--- config.mk ---
export PLATFORM = sky130hd
export DESIGN_NAME = attr_port
export DESIGN_NICKNAME = d
export VERILOG_FILES = /design/src/rtl/attr_pkg.sv /design/src/rtl/attr_phase_fsm.sv /design/src/rtl/attr_index_reg.sv /design/src/rtl/attr_reg_file.sv /design/src/rtl/attr_port.sv
export SDC_FILE = /design/constraint.sdc
export NUM_CORES = 1
export LEC_CHECK = 0
export ABC_AREA = 1
export ABC_CLOCK_PERIOD_IN_PS = 1950
export BUFFER_PORTS_ARGS = -buffer_cell sky130_fd_sc_hd__buf_2
export CORE_ASPECT_RATIO = 1.5
export CORE_MARGIN = 2
export CORE_UTILIZATION = 40
export DETAILED_ROUTE_END_ITERATION = 7
export PLACE_DENSITY = 0.55
export SYNTH_ARGS = -nofsm -noshare
export SYNTH_HDL_FRONTEND = slang
export SYNTH_SLANG_ARGS = --single-unit
--- constraint.sdc ---
create_clock -name clk -period 1.95 [get_ports clk]
set_input_delay 0.0975 -clock clk [delete_from_list [all_inputs] [get_ports clk]]
set_output_delay 0.0975 -clock clk [all_outputs]
set_load 0.05 [all_outputs]
--- src/rtl/attr_pkg.sv ---
package attr_pkg;
    typedef enum logic {
        PH_INDEX = 1'b0,
        PH_DATA  = 1'b1
    } phase_t;

    // register offsets; software decodes these
    localparam int ATTR_MODE  = 16;
    localparam int ATTR_BORD  = 17;
    localparam int ATTR_PLANE = 18;
    localparam int ATTR_PAN   = 19;
    localparam int ATTR_CSEL  = 20;
endpackage

--- src/rtl/attr_phase_fsm.sv ---
module attr_phase_fsm
    import attr_pkg::*;
(
    input  logic   clk,
    input  logic   rst_n,
    input  logic   wr_en,
    input  logic   stat_rd,
    output phase_t phase,
    output logic   idx_we,
    output logic   data_we
);
    phase_t phase_nx;

    always_comb begin
        phase_nx = phase;
        if (stat_rd) begin
            phase_nx = PH_INDEX;
        end else if (wr_en) begin
            unique case (phase)
                PH_INDEX: phase_nx = PH_DATA;
                PH_DATA:  phase_nx = PH_INDEX;
            endcase
        end
    end

    always_ff @(posedge clk) begin
        if (!rst_n) phase <= PH_INDEX;
        else        phase <= phase_nx;
    end

    always_comb begin
        idx_we  = 1'b0;
        data_we = 1'b0;
        unique case (phase)
            PH_INDEX: idx_we  = wr_en;
            PH_DATA:  data_we = wr_en;
        endcase
    end

    assert_toggle_R2: assert property (@(posedge clk) disable iff (!rst_n)
        (wr_en && !stat_rd) |=> (phase != $past(phase)))
        else $error("phase did not flip on write");

    assert_resync_R3: assert property (@(posedge clk) disable iff (!rst_n)
        stat_rd |=> (phase == PH_INDEX))
        else $error("status read did not resync phase");

    assert_idle_hold_R10: assert property (@(posedge clk) disable iff (!rst_n)
        (!wr_en && !stat_rd) |=> $stable(phase))
        else $error("phase moved without a write");
endmodule

--- src/rtl/attr_index_reg.sv ---
module attr_index_reg #(
    parameter int IDX_W = 5
) (
    input  logic             clk,
    input  logic             rst_n,
    input  logic             idx_we,
    input  logic [IDX_W-1:0] idx_in,
    input  logic             ven_in,
    output logic [IDX_W-1:0] idx,
    output logic             video_en
);
    always_ff @(posedge clk) begin
        if (!rst_n) begin
            idx      <= '0;
            video_en <= 1'b0;
        end else if (idx_we) begin
            idx      <= idx_in;
            video_en <= ven_in;
        end
    end

    assert_ven_hold_R4: assert property (@(posedge clk) disable iff (!rst_n)
        !idx_we |=> $stable(video_en))
        else $error("video enable changed without index write");
endmodule

--- src/rtl/attr_reg_file.sv ---
module attr_reg_file
    import attr_pkg::*;
#(
    parameter int IDX_W     = 5,
    parameter int DATA_W    = 8,
    parameter int PAL_COUNT = 16,
    parameter int PAL_W     = 6,
    parameter int PLANE_W   = 4,
    parameter int PAN_W     = 3,
    parameter int CSEL_W    = 4
) (
    input  logic              clk,
    input  logic              rst_n,
    input  logic              data_we,
    input  logic              lock,
    input  logic [IDX_W-1:0]  idx,
    input  logic [DATA_W-1:0] wr_data,
    input  logic              rd_en,
    output logic [DATA_W-1:0] rd_data
);
    localparam int PAL_AW = $clog2(PAL_COUNT);

    logic [PAL_W-1:0]   pal_q [PAL_COUNT];
    logic [DATA_W-1:0]  mode_q, bord_q;
    logic [PLANE_W-1:0] plane_q;
    logic [PAN_W-1:0]   pan_q;
    logic [CSEL_W-1:0]  csel_q;
    logic               is_pal;
    logic               is_unimpl;
    logic [DATA_W-1:0]  rd_val;

    assign is_pal    = idx < IDX_W'(PAL_COUNT);
    assign is_unimpl = idx > IDX_W'(ATTR_CSEL);

    for (genvar g = 0; g < PAL_COUNT; g++) begin : g_pal
        logic hit;
        assign hit = data_we && !lock && (idx == IDX_W'(g));
        always_ff @(posedge clk) begin
            if (!rst_n)   pal_q[g] <= '0;
            else if (hit) pal_q[g] <= wr_data[PAL_W-1:0];
        end

        assert_pal_lock_R11: assert property (@(posedge clk) disable iff (!rst_n)
            (data_we && lock) |=> $stable(pal_q[g]))
            else $error("palette entry written while locked");
    end

    always_ff @(posedge clk) begin
        if (!rst_n) begin
            mode_q  <= '0;
            bord_q  <= '0;
            plane_q <= '0;
            pan_q   <= '0;
            csel_q  <= '0;
        end else if (data_we) begin
            if (idx == IDX_W'(ATTR_MODE))  mode_q  <= wr_data;
            if (idx == IDX_W'(ATTR_BORD))  bord_q  <= wr_data;
            if (idx == IDX_W'(ATTR_PLANE)) plane_q <= wr_data[PLANE_W-1:0];
            if (idx == IDX_W'(ATTR_PAN))   pan_q   <= wr_data[PAN_W-1:0];
            if (idx == IDX_W'(ATTR_CSEL))  csel_q  <= wr_data[CSEL_W-1:0];
        end
    end

    always_comb begin
        rd_val = '0;
        if (is_pal) begin
            rd_val = DATA_W'(pal_q[idx[PAL_AW-1:0]]);
        end else begin
            case (int'(idx))
                ATTR_MODE:  rd_val = mode_q;
                ATTR_BORD:  rd_val = bord_q;
                ATTR_PLANE: rd_val = DATA_W'(plane_q);
                ATTR_PAN:   rd_val = DATA_W'(pan_q);
                ATTR_CSEL:  rd_val = DATA_W'(csel_q);
                default:    rd_val = '0;
            endcase
        end
    end

    assign rd_data = rd_en ? rd_val : '0;

    assert_unimpl_R9: assert property (@(posedge clk) disable iff (!rst_n)
        (data_we && is_unimpl) |=> ($stable(mode_q) && $stable(bord_q) &&
            $stable(plane_q) && $stable(pan_q) && $stable(csel_q)))
        else $error("unimplemented index changed a register");
endmodule

--- src/rtl/attr_port.sv ---
module attr_port
    import attr_pkg::*;
#(
    parameter int IDX_W     = 5,
    parameter int DATA_W    = 8,
    parameter int VEN_BIT   = 5,
    parameter int PAL_COUNT = 16,
    parameter int PAL_W     = 6
) (
    input  logic              clk,
    input  logic              rst_n,
    input  logic              wr_en,
    input  logic [DATA_W-1:0] wr_data,
    input  logic              stat_rd,
    input  logic              rd_en,
    output logic [DATA_W-1:0] rd_data,
    output logic              video_en
);
    localparam int SPARE_W = DATA_W - VEN_BIT - 1;

    phase_t           phase;
    logic             idx_we, data_we;
    logic [IDX_W-1:0] idx;
    logic [SPARE_W-1:0] unused_idx_hi;

    assign unused_idx_hi = wr_data[DATA_W-1:VEN_BIT+1];

    attr_phase_fsm u_fsm (
        .clk     (clk),
        .rst_n   (rst_n),
        .wr_en   (wr_en),
        .stat_rd (stat_rd),
        .phase   (phase),
        .idx_we  (idx_we),
        .data_we (data_we)
    );

    attr_index_reg #(.IDX_W(IDX_W)) u_idx (
        .clk      (clk),
        .rst_n    (rst_n),
        .idx_we   (idx_we),
        .idx_in   (wr_data[IDX_W-1:0]),
        .ven_in   (wr_data[VEN_BIT]),
        .idx      (idx),
        .video_en (video_en)
    );

    attr_reg_file #(
        .IDX_W     (IDX_W),
        .DATA_W    (DATA_W),
        .PAL_COUNT (PAL_COUNT),
        .PAL_W     (PAL_W)
    ) u_regs (
        .clk     (clk),
        .rst_n   (rst_n),
        .data_we (data_we),
        .lock    (video_en),
        .idx     (idx),
        .wr_data (wr_data),
        .rd_en   (rd_en),
        .rd_data (rd_data)
    );

    assert_one_strobe_R2: assert property (@(posedge clk) disable iff (!rst_n)
        !(idx_we && data_we))
        else $error("index and data strobes together");
endmodule

==> results.json <==
{
  "numCtsBuffers": 17,
  "finalNetCount": 742,
  "slew_headroom": 0.551,
  "clk_latency_ns": 0.42,
  "cts_tree": "yes",
  "fillCellCount": 1445,
  "design_area_um2": 7710,
  "worstHoldStart": "wr_data[1]",
  "syn-num-nets": 690,
  "worst_clock_skew_ns": 0.0102,
  "total_leakage_power_nw": 3.05,
  "vias": 5025,
  "yosys_warnings": 0,
  "grtUsageTotal": 0.221,
  "finalMaxSlewViolations": 0,
  "hpwlAfterDp_mm": 11.3,
  "die_y_um": 155,
  "yosys.cell_types.count": 26,
  "viasPerCell": 5.34,
  "rsz0062_at_grt": "yes",
  "antenna_found_initial": 0,
  "grt_pass1_wl_mm": 26.9,
  "drive_gt1_frac": 0.226,
  "synth.most_common_cell": "nand2_1",
  "whs_endpoint": "u_regs.csel_q[1]",
  "die_w_um": 105,
  "peakVddDrop_mv": 0.824,
  "tightest_slew_ns": 0.671,
  "seq_area_frac_synth": 0.598,
  "crit_arrival_ns": 1.84,
  "r2r-start": "u_fsm.phase",
  "status": "finished, final reports clean",
  "synth-edff-count": 96,
  "routed_wl_mm": 17.6,
  "cts_sinks": 134,
  "start_util": 0.406,
  "hold-worst-slack_ns": 0.00839,
  "dieArea_um2": 16300,
  "maxCapViolations": 0,
  "placed_cell_area_um2": 6520,
  "clock_path_buffers": 2,
  "dr.pass1.iters": 5,
  "root_buffer": "clkbuf_16",
  "ys_top_cells_by_count": "nand2_1, nor2_1, nand3_1",
  "netlist_area_um2": 6090,
  "drtAntennaViolNets": 0,
  "hold_path_class": "in2reg",
  "timing.fmax_ghz": 0.516,
  "cp_data_required_time_ns": 1.85,
  "cts_max_level": 4,
  "rr_worst_depth": 5,
  "async_reset_ff_frac": 0,
  "antenna_cells": 0,
  "overflow": 0,
  "place_congestion": 0.877,
  "grt_max_degree": 25,
  "path_class": "reg2out",
  "area_growth_pct": 26.6,
  "synth_top_cell_area_share": 0.473,
  "portBuffers": 21,
  "hold_violations": 0,
  "num_rows": 55,
  "post_drt_wl_per_cell_um": 18.7,
  "synthTopCellsByArea": "edfxtp_1, dfxtp_1, nand2_1",
  "cp-end-kind": "primary output",
  "synth_area_per_cell_um2": 9.00,
  "p_per_area_nw_per_um2": 956,
  "drc_errors": 0,
  "crit_path_max_fanout": 12,
  "ys_ff_latch": 134,
  "drt_iter0_drc": 392,
  "start_kind": "flip-flop",
  "synth_ff_type": "edfxtp_1",
  "timing.rr.end": "u_regs.pal_q[2][2]",
  "synth.largest_area_cell": "edfxtp_1",
  "coreArea_um2": 15000,
  "period_needed_ns": 1.94,
  "netlist_instances": 677,
  "whs_path_depth": 3,
  "num_io_pins": 22,
  "path_clk_slew_ns": 0.06,
  "setup_viol": 0,
  "r2r_slack_ns": 0.12,
  "period_share": 0.993,
  "grt_pass1_vias": 4948,
  "fin_total_pwr_w": 0.00737
}
[where the power goes]
| group | switching (W) | internal (W) | total [W] |
|---|---|---|---|
| clock network | 0.00121 | 0.00217 | 0.00338 |
| logic | 0.000529 | 0.000275 | 0.000804 |
| registers | 0.0000588 | 0.00313 | 0.00319 |
| total | 0.00180 | 0.00557 | 0.00737 |
[worst max path at each step]
stage / slack, ns / to / start / cells past startpoint
4_1_cts: -0.04 / rd_data[4] / flip-flop / 9
3_5_place_dp: 0.10 / u_regs.pal_q[13][2] / u_fsm.phase / 5
5_1_grt: -0.07 / rd_data[2] / flip-flop / 9
2_1_floorplan: 0.02 / rd_data[4] / flip-flop / 8
3_3_place_gp: 0.15 / u_regs.pal_q[13][2] / u_fsm.phase / 5
6_report: 0.01 / rd_data[4] / flip-flop / 8
[routing by layer]
layer,vias up,GRT usage,part of all wire
li1,2394,-,-
met5,-,0,0
met4,0,0.112,0.034
met1,2406,0.260,0.38
met3,39,0.0344,0.049
met2,186,0.391,0.54
[registers in the layout, indices dropped and copies added (netlist names), named ones only]
name	count
u_regs.mode_q	8
u_regs.pal_q	96
u_regs.bord_q	8
u_idx.idx	5
u_regs.plane_q	4
u_regs.pan_q	3
u_regs.csel_q	4
u_fsm.phase	1
u_idx.video_en	1
[final cells by class]
class	count	area [um2]	share of cell area
clock buffers	19	443	0.0574
clock inverters	13	180	0.0234
repair inverters	1	7.51	0.000973
well taps	199	249	0.0323
flip-flops and latches	134	3660	0.474
repair buffers	70	707	0.0916
inverters	26	116	0.0151
multi-input cells	479	2350	0.305
[worst max-delay path, stage by stage (launching register included)]
cell and delay, ns:
dfxtp_4 0.40, clkinvlp_4 0.08, buf_4 0.19, nand3_1 0.11
nand3_2 0.10, nand3_1 0.12, nand2_2 0.08, a21oi_2 0.16
buf_6 0.18
[stage by stage]
| step | setup slack (ns) | util | instances | TNS, ns |
|---|---|---|---|---|
| final | 0.0136 | 0.514 | 941 | 0 |
| after CTS | -0.0400 | 0.494 | 932 | -0.0400 |
| after global placement | 0.153 | 0.435 | 883 | 0 |
| after global routing | -0.0738 | 0.514 | 941 | -0.341 |
| after floorplan | 0.0210 | - | 677 | 0 |
| after detailed placement | 0.100 | 0.435 | 883 | 0 |
[cell families (layout without fill, tap and decap cells)]
group / after synthesis / count (layout) / synth area share
compound gates: 70 / 70 / 0.0581
flops: 134 / 134 / 0.598
buf+inv: 64 / 129 / 0.0415
simple gates: 409 / 409 / 0.302
[cell usage in the layout (no fill, tap or decap), drive strengths merged]
cell type	count
a21oi	32
a22o	1
buf	61
bufinv	4
clkbuf	21
clkinv	9
clkinvlp	4
dfxtp	38
dlygate4sd3	7
edfxtp	96
inv	23
nand2	170
nand3	112
nand4	2
nor2	117
nor3	5
nor4	1
o21ai	37
or2	2
[timing repair]
item | CTS | global route
pin swaps | 4 | 10
endpoints found under the hold margin | 8 | 0
gates resized for setup | 35 | 43
hold buffers | 7 | 0
buffers inserted | 7 | 7
gates cloned | 3 | 2
setup endpoints to repair | 8 | 42
Power figures use the tool's default switching activity.
